[config.mk]
export PLATFORM = sky130hd
export DESIGN_NAME = alu16
export DESIGN_NICKNAME = d
export VERILOG_FILES = /design/src/rtl/alu16_pkg.sv /design/src/rtl/alu16_bmod.sv /design/src/rtl/alu16_cla_grp.sv /design/src/rtl/alu16_cla.sv /design/src/rtl/alu16.sv
export SDC_FILE = /design/constraint.sdc
export NUM_CORES = 1
export LEC_CHECK = 0
export ABC_AREA = 1
export CAP_MARGIN = 30
export CORE_ASPECT_RATIO = 1.2
export CORE_MARGIN = 1.5
export CORE_UTILIZATION = 30
export CTS_BUF_LIST = sky130_fd_sc_hd__clkbuf_2 sky130_fd_sc_hd__clkbuf_4 sky130_fd_sc_hd__clkbuf_8
export DETAILED_ROUTE_END_ITERATION = 12
export PLACE_DENSITY = 0.63
export RECOVER_POWER = 25
export SLEW_MARGIN = 30
export SYNTH_ARGS = -nofsm -noshare
export SYNTH_HDL_FRONTEND = slang
export SYNTH_SLANG_ARGS = --single-unit
[constraint.sdc]
create_clock -name clk_i -period 8.79 [get_ports clk_i]
set_input_delay 1.758 -clock clk_i [delete_from_list [all_inputs] [get_ports clk_i]]
set_output_delay 1.758 -clock clk_i [all_outputs]
set_load 0.02 [all_outputs]
[src/rtl/alu16_pkg.sv]
package alu16_pkg;
  typedef enum logic [2:0] {
    FN_ADD    = 3'd0,
    FN_SUB    = 3'd1,
    FN_AND    = 3'd2,
    FN_NOR    = 3'd3,
    FN_XOR    = 3'd4,
    FN_SHIFT  = 3'd5,
    FN_ROTATE = 3'd6,
    FN_NONE   = 3'd7
  } alu_fn_e;

  localparam logic [2:0] BM_PASS  = 3'd0;
  localparam logic [2:0] BM_INV   = 3'd1;
  localparam logic [2:0] BM_NEG   = 3'd2;
  localparam logic [2:0] BM_ZERO  = 3'd3;
  localparam logic [2:0] BM_CONST = 3'd4;

  localparam int NFLAGS = 4;
  localparam int FLG_C  = 0;
  localparam int FLG_Z  = 1;
  localparam int FLG_N  = 2;
  localparam int FLG_V  = 3;
endpackage

[src/rtl/alu16_bmod.sv]
module alu16_bmod
  import alu16_pkg::*;
#(
  parameter int WIDTH = 16,
  parameter int CW    = 8
) (
  input  logic [WIDTH-1:0] b_i,
  input  logic [2:0]       mode_i,
  input  logic [CW-1:0]    const_i,
  output logic [WIDTH-1:0] b_o
);
  always_comb begin
    case (mode_i)
      BM_INV:   b_o = ~b_i;
      BM_NEG:   b_o = (~b_i) + WIDTH'(1);
      BM_ZERO:  b_o = '0;
      BM_CONST: b_o = WIDTH'(const_i);
      default:  b_o = b_i;
    endcase
  end

  always_comb begin
    if (mode_i == BM_NEG) begin
      assert_neg_sum_zero_R1: assert (WIDTH'(b_o + b_i) == '0)
        else $error("negated B does not cancel B");
    end
    if (mode_i == BM_INV) begin
      assert_inv_disjoint_R1: assert ((b_o & b_i) == '0)
        else $error("inverted B shares set bits with B");
    end
  end
endmodule

[src/rtl/alu16_cla_grp.sv]
module alu16_cla_grp #(
  parameter int GW = 4
) (
  input  logic [GW-1:0] a_i,
  input  logic [GW-1:0] b_i,
  input  logic          c_i,
  output logic [GW-1:0] s_o,
  output logic          g_o,
  output logic          p_o
);
  logic [GW-1:0] p, g;
  logic [GW:0]   c;

  assign p = a_i ^ b_i;
  assign g = a_i & b_i;

  // group generate/propagate depend only on operands, never on c_i
  always_comb begin
    g_o = 1'b0;
    for (int i = 0; i < GW; i++) g_o = g[i] | (p[i] & g_o);
    p_o = &p;
  end

  // per-bit carries; flattened to sum-of-products per bit
  always_comb begin
    c[0] = c_i;
    for (int i = 0; i < GW; i++) c[i+1] = g[i] | (p[i] & c[i]);
    s_o = p ^ c[GW-1:0];
  end
endmodule

[src/rtl/alu16_cla.sv]
module alu16_cla #(
  parameter int WIDTH = 16,
  parameter int GW    = 4
) (
  input  logic [WIDTH-1:0] a_i,
  input  logic [WIDTH-1:0] b_i,
  input  logic             cin_i,
  output logic [WIDTH-1:0] sum_o,
  output logic             cout_o
);
  localparam int NG = WIDTH / GW;

  logic [NG-1:0] grp_g, grp_p;
  logic [NG:0]   grp_c;

  // second-level carry generator
  always_comb begin
    grp_c[0] = cin_i;
    for (int j = 0; j < NG; j++) grp_c[j+1] = grp_g[j] | (grp_p[j] & grp_c[j]);
  end

  for (genvar j = 0; j < NG; j++) begin : g_grp
    alu16_cla_grp #(.GW(GW)) u_grp (
      .a_i (a_i[j*GW +: GW]),
      .b_i (b_i[j*GW +: GW]),
      .c_i (grp_c[j]),
      .s_o (sum_o[j*GW +: GW]),
      .g_o (grp_g[j]),
      .p_o (grp_p[j])
    );
  end

  assign cout_o = grp_c[NG];

  always_comb begin
    assert_cla_sum_R2: assert ({cout_o, sum_o} ==
                               ({1'b0, a_i} + {1'b0, b_i} + (WIDTH+1)'(cin_i)))
      else $error("lookahead sum mismatch");
  end
endmodule

[src/rtl/alu16.sv]
module alu16
  import alu16_pkg::*;
#(
  parameter int WIDTH = 16,
  parameter int CW    = 8,
  parameter int GW    = 4
) (
  input  logic              clk_i,
  input  logic              rst_ni,
  input  logic [WIDTH-1:0]  a_i,
  input  logic [WIDTH-1:0]  b_i,
  input  logic [2:0]        fn_i,
  input  logic [2:0]        bmod_i,
  input  logic [CW-1:0]     const_i,
  input  logic              dir_i,
  input  logic              cin_i,
  input  logic              flag_en_i,
  output logic [WIDTH-1:0]  result_o,
  output logic [NFLAGS-1:0] flags_o,
  output logic [NFLAGS-1:0] status_o
);
  localparam int MSB = WIDTH - 1;

  alu_fn_e        fn;
  logic [MSB:0]   b_mod, add_b, add_sum;
  logic           add_cin, add_cout;
  logic           carry, ovf;
  logic           is_sub;

  assign fn     = alu_fn_e'(fn_i);
  assign is_sub = (fn == FN_SUB);

  alu16_bmod #(.WIDTH(WIDTH), .CW(CW)) u_bmod (
    .b_i     (b_i),
    .mode_i  (bmod_i),
    .const_i (const_i),
    .b_o     (b_mod)
  );

  assign add_b   = is_sub ? ~b_mod : b_mod;
  assign add_cin = is_sub ? 1'b1   : cin_i;

  alu16_cla #(.WIDTH(WIDTH), .GW(GW)) u_cla (
    .a_i    (a_i),
    .b_i    (add_b),
    .cin_i  (add_cin),
    .sum_o  (add_sum),
    .cout_o (add_cout)
  );

  always_comb begin
    result_o = '0;
    carry    = 1'b0;
    ovf      = 1'b0;
    case (fn)
      FN_ADD, FN_SUB: begin
        result_o = add_sum;
        carry    = add_cout;
        ovf      = (a_i[MSB] == add_b[MSB]) && (add_sum[MSB] != a_i[MSB]);
      end
      FN_AND: result_o = a_i & b_mod;
      FN_NOR: result_o = ~(a_i | b_mod);
      FN_XOR: result_o = a_i ^ b_mod;
      FN_SHIFT: begin
        result_o = dir_i ? {1'b0, a_i[MSB:1]} : {a_i[MSB-1:0], 1'b0};
        carry    = dir_i ? a_i[0] : a_i[MSB];
      end
      FN_ROTATE: begin
        result_o = dir_i ? {a_i[0], a_i[MSB:1]} : {a_i[MSB-1:0], a_i[MSB]};
        carry    = dir_i ? a_i[0] : a_i[MSB];
      end
      default: ;
    endcase
  end

  always_comb begin
    flags_o        = '0;
    flags_o[FLG_C] = carry;
    flags_o[FLG_Z] = ~|result_o;
    flags_o[FLG_N] = result_o[MSB];
    flags_o[FLG_V] = ovf;
  end

  always_ff @(posedge clk_i or negedge rst_ni) begin
    if (!rst_ni)        status_o <= '0;
    else if (flag_en_i) status_o <= flags_o;
  end

  always_comb begin
    if (fn == FN_AND || fn == FN_NOR || fn == FN_XOR) begin
      assert_logic_flags_clear_R5: assert (!flags_o[FLG_C] && !flags_o[FLG_V])
        else $error("logic op left carry/overflow set");
    end
    if (fn == FN_SUB) begin
      assert_sub_no_borrow_R3: assert (flags_o[FLG_C] == (a_i >= b_mod))
        else $error("subtract carry disagrees with unsigned compare");
    end
    if (fn == FN_SHIFT && !dir_i) begin
      assert_shl_carry_R6: assert (flags_o[FLG_C] == a_i[MSB])
        else $error("left shift carry is not old MSB");
    end
    if (fn == FN_ROTATE) begin
      assert_rot_ones_kept_R7: assert ($countones(result_o) == $countones(a_i))
        else $error("rotate changed population count");
    end
  end

  assert_status_load_R9: assert property (@(posedge clk_i) disable iff (!rst_ni)
    flag_en_i |=> status_o == $past(flags_o))
    else $error("status did not load flags");

  assert_status_hold_R9: assert property (@(posedge clk_i) disable iff (!rst_ni)
    !flag_en_i |=> $stable(status_o))
    else $error("status changed without enable");
endmodule

Word level (Yosys, flattened, before mapping)
Index checks and enable logic that the tools add are counted. W data, S select, Z words.

Equal/unequal tests: 12. Mux-type cells: 9. Add/subtract/negate cells: 1. Reductions and logical operators: 10. Bitwise gates (word level): 74.

Operator list (count): $pmux W16 S6 (1); $pmux W16 S4 (1); $mux W16 (3); $not A16 Y16 (3); $xor A4 B4 Y4 (8); $and A1 B1 Y1 (28); $or A1 B1 Y1 (28); $add A16 B1 Y16 const B (1); $and A16 B16 Y16 (1); $and A4 B4 Y4 (4); $or A16 B16 Y16 (1); $reduce_and A4 Y1 (4); $reduce_or A16 Y1 (1); $xor A16 B16 Y16 (1); $eq A3 B2 Y1 const B (4); $eq A3 B3 Y1 const B (4); $eq A3 B1 Y1 const B (2); $reduce_or A2 Y1 (2); $logic_not A3 Y1 (1); $mux W1 (3); $pmux W1 S2 (1); $eq A1 B1 Y1 (1); $logic_and A1 B1 Y1 (1); $logic_not A1 Y1 (1); $ne A1 B1 Y1 (1).

Output and inout bits: 24. Logic and storage cells: 107. Flip-flop bits (word level): 4. Bits of input ports: 51.

Longest topological paths before layout
Gate-level depths: netlist (run 1).

Word-level depth: 27. Depth in mapped cells: 31.

Hierarchy
From an unflattened synthesis (run 1), not the netlist that was laid out.

Cell total of the unflattened synthesis: 614. Area, all modules: 3509.6 um^2.

By module, submodules not included: alu16 (cells an instance 345, area each 1968.1 um^2, sequential area each 100.1 um^2, instances 1); alu16_cla_grp (cells an instance 24, area each 186.4 um^2, sequential area each 0.0 um^2, instances 4); alu16_bmod (cells an instance 161, area each 738.2 um^2, sequential area each 0.0 um^2, instances 1); alu16_cla (cells an instance 12, area each 57.6 um^2, sequential area each 0.0 um^2, instances 1).

Least setup slack after synthesis (run 1)
OpenSTA, ideal clock, no wires.

Path type: input port to output port. From: in b_i[0]. To: out flags_o[1]. Slack: 1387 ps. Data arrival time: 5645 ps. Buffers on the path: 0. Stages on the path: 27. Path through: inv_1 -> ha_1 -> or2_2 -> nand3_1 -> o2111ai_1 -> o21ai_2 -> xor2_1 -> ha_1 -> nand2_1 -> nand2_1 -> nand2_1 -> nand2_1 -> nor2_1 -> nand2_1 -> nand2_1 -> nand2_1 -> nand2_1 -> nand2_1 -> fa_1 -> fa_1 -> inv_1 -> fa_1 -> o211ai_1 -> nor2_1 -> nand2_1 -> nor2_1 -> and2_1.

Elaborated cells between the ends (all ways): 75. Those cells by class: add/sub (1); mux (3); bitwise (66); reduce/logical (5).

RTL lines: start: declaration (RTL line alu16.sv:11) `input logic [WIDTH-1:0] b_i,`; $not A16 Y16 (RTL line alu16_bmod.sv:14, alu16_bmod.sv:15); $add A16 B1 Y16 (RTL line alu16_bmod.sv:15) `BM_NEG: b_o = (~b_i) + WIDTH'(1);`; $pmux W16 S4 (*) (RTL line alu16_bmod.sv:13) `case (mode_i)`; $not A16 Y16 (RTL line alu16.sv:40) `assign add_b = is_sub ? ~b_mod : b_mod;`; $mux W16 (RTL line alu16.sv:40); $xor A4 B4 Y4 / $and A4 B4 Y4 (equally long branches) (RTL line alu16_cla_grp.sv:14, alu16_cla_grp.sv:15); $and A1 B1 Y1 (RTL line alu16_cla_grp.sv:20) `for (int i = 0; i < GW; i++) g_o = g[i] | (p[i] & g_o);`; $or A1 B1 Y1 (RTL line alu16_cla_grp.sv:20); (+10 left out); $or A1 B1 Y1 (RTL line alu16_cla_grp.sv:27) `for (int i = 0; i < GW; i++) c[i+1] = g[i] | (p[i] & c[i]);`; $and A1 B1 Y1 (RTL line alu16_cla_grp.sv:27); $or A1 B1 Y1 (RTL line alu16_cla_grp.sv:27); $xor A4 B4 Y4 (RTL line alu16_cla_grp.sv:28) `s_o = p ^ c[GW-1:0];`; $pmux W16 S6 (*) (RTL line alu16.sv:55) `case (fn)`; via result_o[14] (RTL line alu16.sv:18) `output logic [WIDTH-1:0] result_o,`; $reduce_or A16 Y1 (*) (RTL line alu16.sv:79) `flags_o[FLG_Z] = ~|result_o;`; $logic_not A1 Y1 (*) (RTL line alu16.sv:79); end: declaration (RTL line alu16.sv:19) `output logic [NFLAGS-1:0] flags_o,`.

The timed path passes the listed nets; every way through them passes the cells marked *.

Worst setup path in the final report (run 1)
From: in b_i[0]. To: out result_o[14].

Longest elaborated chain between the ends: 23. Elaborated cells between the ends (all ways): 50. Those cells by class: add/sub (1); mux (3); bitwise (43); reduce/logical (3).

RTL lines: $not A16 Y16 (RTL line alu16_bmod.sv:14, alu16_bmod.sv:15); $add A16 B1 Y16 (RTL line alu16_bmod.sv:15); $pmux W16 S4 (*) (RTL line alu16_bmod.sv:13); $not A16 Y16 (RTL line alu16.sv:40); $mux W16 (RTL line alu16.sv:40); $xor A4 B4 Y4 / $and A4 B4 Y4 (equally long branches) (RTL line alu16_cla_grp.sv:14, alu16_cla_grp.sv:15); $and A1 B1 Y1 (RTL line alu16_cla_grp.sv:20); $or A1 B1 Y1 (RTL line alu16_cla_grp.sv:20); (+7 left out); $and A1 B1 Y1 (RTL line alu16_cla.sv:19) `for (int j = 0; j < NG; j++) grp_c[j+1] = grp_g[j] | (grp_p[j] & grp_c[j]);`; $or A1 B1 Y1 (RTL line alu16_cla.sv:19); $and A1 B1 Y1 (RTL line alu16_cla_grp.sv:27); $or A1 B1 Y1 (RTL line alu16_cla_grp.sv:27); $and A1 B1 Y1 (RTL line alu16_cla_grp.sv:27); $or A1 B1 Y1 (RTL line alu16_cla_grp.sv:27); $xor A4 B4 Y4 (RTL line alu16_cla_grp.sv:28); $pmux W16 S6 (*) (RTL line alu16.sv:55); end: declaration (RTL line alu16.sv:18).

Mark *: on every way between the ends. The rest lies on a longest branch, timed or not.

==> summary.md, run 1 <==
Before antenna repair, the detailed router went through 4 iterations. The tree is rooted in a clkbuf_8. The total number of yosys warnings is 0. The share of synthesized area occupied by flip-flops and latches is 0.0301, and the routed wire length is 9720 um.

The internal power component was 0.000175 W. The worst path needs 8.29 ns of the cycle, external delays included. The summed instance area of the synthesized netlist was 3320 sq um. The met2 track demand over resource in global routing is 0.314, and the count of endpoints failing hold in the final timing report is 0. Relative to the synthesized area, the layout overhead comes to 28.1%. The most used routing layer in global routing is met2. More flip-flops sit in one register than any other, and that register is status_o. The share of the clock period used by the worst path is 0.943. In this run the remaining antenna-violating nets after routing total 0. The floorplan has 41 rows. The logs give 3514 for the via count of the first global-routing pass and 0 for the final max-slew violation count. Number of enable flip-flop cells after synthesis: 0.

The total negative slack is 0 ns, and the die span in x is 99.1 um. The logs give 4 for the clock sink count and 711 for the layout net count. The total DRC errors in the routed layout came out at 0.

The met1 layer usage reported by global route was 0.206; the setup clock skew after layout was 0 ns. The cell taking the most area after synthesis is ha_1. The initial antenna violation count is 0, and the async set or reset register ratio after synthesis is 1.00. For this run, the leading register cell type out of synthesis is dfrtp_1.

The core region is 10700 sq um. STA classifies the critical path startpoint as a primary input. The routed layout has 3501 vias.

Sorting the synthesized cells by area gives the leading types as ha_1 (18%), nand2_1 (18%), inv_1 (9.0%). The share of the synthesized area in the top cell type is 0.185. Summed over all nets, the half-perimeter wirelength after detailed placement is 8170 um. The run gives 0 as the total grt overflow.

The global placement routability congestion is 0.911, and the data required time at the worst endpoint is 7.03 ns. The clock passes through at most 2 buffers. The library cell used most frequently in the layout, excluding fill and tap cells, is nand2_1.

Logic gate share of total power: 0.832. The number of storage elements in the synthesis netlist came out at 4. For the met3 usage in global routing, the log shows 0.0118.

Setup repair after global routing left no endpoint under its margin. The worst setup timing slack at the placement stage was 0.136 ns. For the proportion of power drawn by flip-flops and latches, the log shows 0.059. After routing the design area is 4260 sq um. Synthesis produced 523 cells. The first global-routing pass estimated 16400 um of wire.

The run gives 0.168 as the overall track demand over capacity in global routing. The number of different library cells used by synthesis comes to 44. The run gives 0.695 as the max-slew headroom at the worst pin. Critical path capture point type: an output pin.

The run gives 121 MHz as the peak clock frequency supported by timing. The worst-case IR drop observed on VDD is 0.0000248 V. Leaving out fill and tap cells, the most frequent cells in the layout are nand2_1 (163), inv_1 (80), clkdlybuf4s50_1 (67). The maximum fanout count along the critical path came out at 3. The power share of the clock group came out at 0.109. After detailed placement, the total cell area comes to 4200 sq um.

For the pin with the worst max-slew slack, the measured transition is 0.456 ns. A synthesized cell averages 6.35 sq um. Entering global routing, the biggest net connects 31 pins. The number of ports placed on the die boundary is 75, and the number of hold-repair buffers added at the cts stage is 0. The worst hold slack after final layout came out at 0.472 ns.

The tools report the leakage power figure as 2.23 nW. Clock-pin slew was measured on the worst setup and hold paths at 0.03 ns. The largest registers in the layout are status_o (4). The first routing iteration left 171 violations.

The worst min-delay path category is register to register. The total die area came out at 11700 sq um. Routed length per placed instance: 13.4 um. The run finished with clean final reports. The fraction of power spent switching nets works out to 0.508. The net count after synthesis is 635, and the non-filler instance count after layout is 726. The fraction of layout cells with a size suffix above 1 is 0.131, and the number of antenna diodes is 0.

The critical path is of the primary input to output pin type. The number of endpoints failing setup at the final stage was 0. TritonCTS built the clock tree.

In this run the power density over the cells is 83.7 nW/um^2. The count of buffers added on input and output ports is 74. After detailed routing, the number of vias per cell comes to 4.82. The power dissipated by switching net loads is 0.000181 W.

Setup slack on the critical path of the routed design comes to 0.499 ns. Clock latency on the worst-skew pair, taken at its later pin, is 0.22 ns. The maximum level of the CTS H-tree came out at 1. The tool flagged a number of max-cap violations equal to 0.

The total CTS buffers is 3, and the number of flip-flops under the largest register name is 4. The die is 118 um tall. Once placement completed, the tool counted placed cells totaling 723.

STA puts the critical path data arrival time at 6.53 ns. The run gives 0.311 as the initial core utilization.
==> cells in the mapped netlist, types with 5 or more instances <==
| cell type | count |
|---|---|
| nand2_1 | 163 |
| inv_1 | 80 |
| ha_1 | 49 |
| nor2_1 | 35 |
| nand3_1 | 29 |
| o21ai_0 | 16 |
| xor2_1 | 15 |
| fa_1 | 12 |
| a21oi_1 | 10 |
| inv_2 | 10 |
| o211ai_1 | 10 |
| nand3_2 | 9 |
| o211ai_2 | 7 |
| buf_6 | 6 |
| nand4_1 | 6 |
| buf_2 | 5 |
| nand2_2 | 5 |
==> area by class of cell <==
cell class / instances / area (sq um)
sequential: 4 / 100
clock buffer: 3 / 41.3
fill: 1136 / 6410
multi-input combinational: 413 / 2770
timing repair buffer: 87 / 843
tap: 129 / 161
inverter: 90 / 338
==> worst paths after layout <==
path                             start      endpoint  slack (ns)  depth (start not counted)
max in group asynchronous       rst_ni   status_o[3]        6.80                          1
min in group asynchronous       rst_ni   status_o[0]        1.81                          1
min reg2reg                status_o[3]   status_o[3]        0.47                          2
max                             b_i[0]  result_o[14]        0.50                         21
max reg2reg                status_o[2]   status_o[2]        8.19                          2
min                        status_o[3]   status_o[3]        0.47                          2
==> cells by family (layout without fill, tap and decap cells) <==
logic type,count (synthesis),in the layout,synth area share
buffers and inverters,106,180,0.140
adder cells (fa/ha/maj),61,61,0.257
AND/OR/NAND/NOR,274,274,0.391
XOR/XNOR,18,18,0.0497
AO/OA/AOI/OAI,60,60,0.132
flip-flops,4,4,0.0301
==> per-layer routing <==
metal / wire [um] / up-vias
met2: 5000 / 84
li1: - / 1804
met4: 170 / 0
met5: 0 / -
met3: 333 / 16
met1: 4220 / 1597
==> worst max-delay path, cell delays in order <==
cell and delay (ns):
clkdlybuf4s50_1 0.42, inv_1 0.07, ha_1 0.16, nand2_1 0.11, nor2_2 0.17, nand3_2 0.11
o21ai_1 0.27, o211ai_1 0.15, nand2_1 0.17, xor2_2 0.21, ha_1 0.29, a21oi_1 0.15
nand2_1 0.08, a21oi_1 0.13, nand2_1 0.12, fa_1 0.40, fa_1 0.37, inv_1 0.08
fa_1 0.42, o211ai_1 0.25, clkdlybuf4s50_1 0.66
==> power groups by stage <==
stage	clock network [W]	logic [W]	registers, W
after floorplan	0	0.000186	0.0000237
after global placement	0	0.000291	0.0000214
after detailed placement	0	0.000298	0.0000214
after CTS	0.0000395	0.000299	0.0000212
after global routing	0.0000402	0.000332	0.0000214
final	0.0000389	0.000296	0.0000211
==> stage by stage <==
stage | total power (W) | utilization
detailed placement | 0.000319 | 0.393
CTS | 0.000359 | 0.397
finish | 0.000356 | 0.399
global route | 0.000394 | 0.399
global placement | 0.000312 | 0.393
floorplan | 0.000209 | -
==> repair_timing <==
action,in CTS,in global routing
endpoints found under the setup margin,0,1
setup buffers,0,0
resized for setup,0,4
hold endpoints to repair,0,0
No activity file was read; power rests on OpenSTA's default activity.
==> run 2, diff against run 1 <==
--- a/config.mk
+++ b/config.mk
@@ -18,3 +18,4 @@
 export SYNTH_ARGS = -nofsm -noshare
 export SYNTH_HDL_FRONTEND = slang
 export SYNTH_SLANG_ARGS = --single-unit
+export TNS_END_PERCENT = 30
==> results of run 2 <==
Final layout, timing and power as in run 1 (identical DEF).
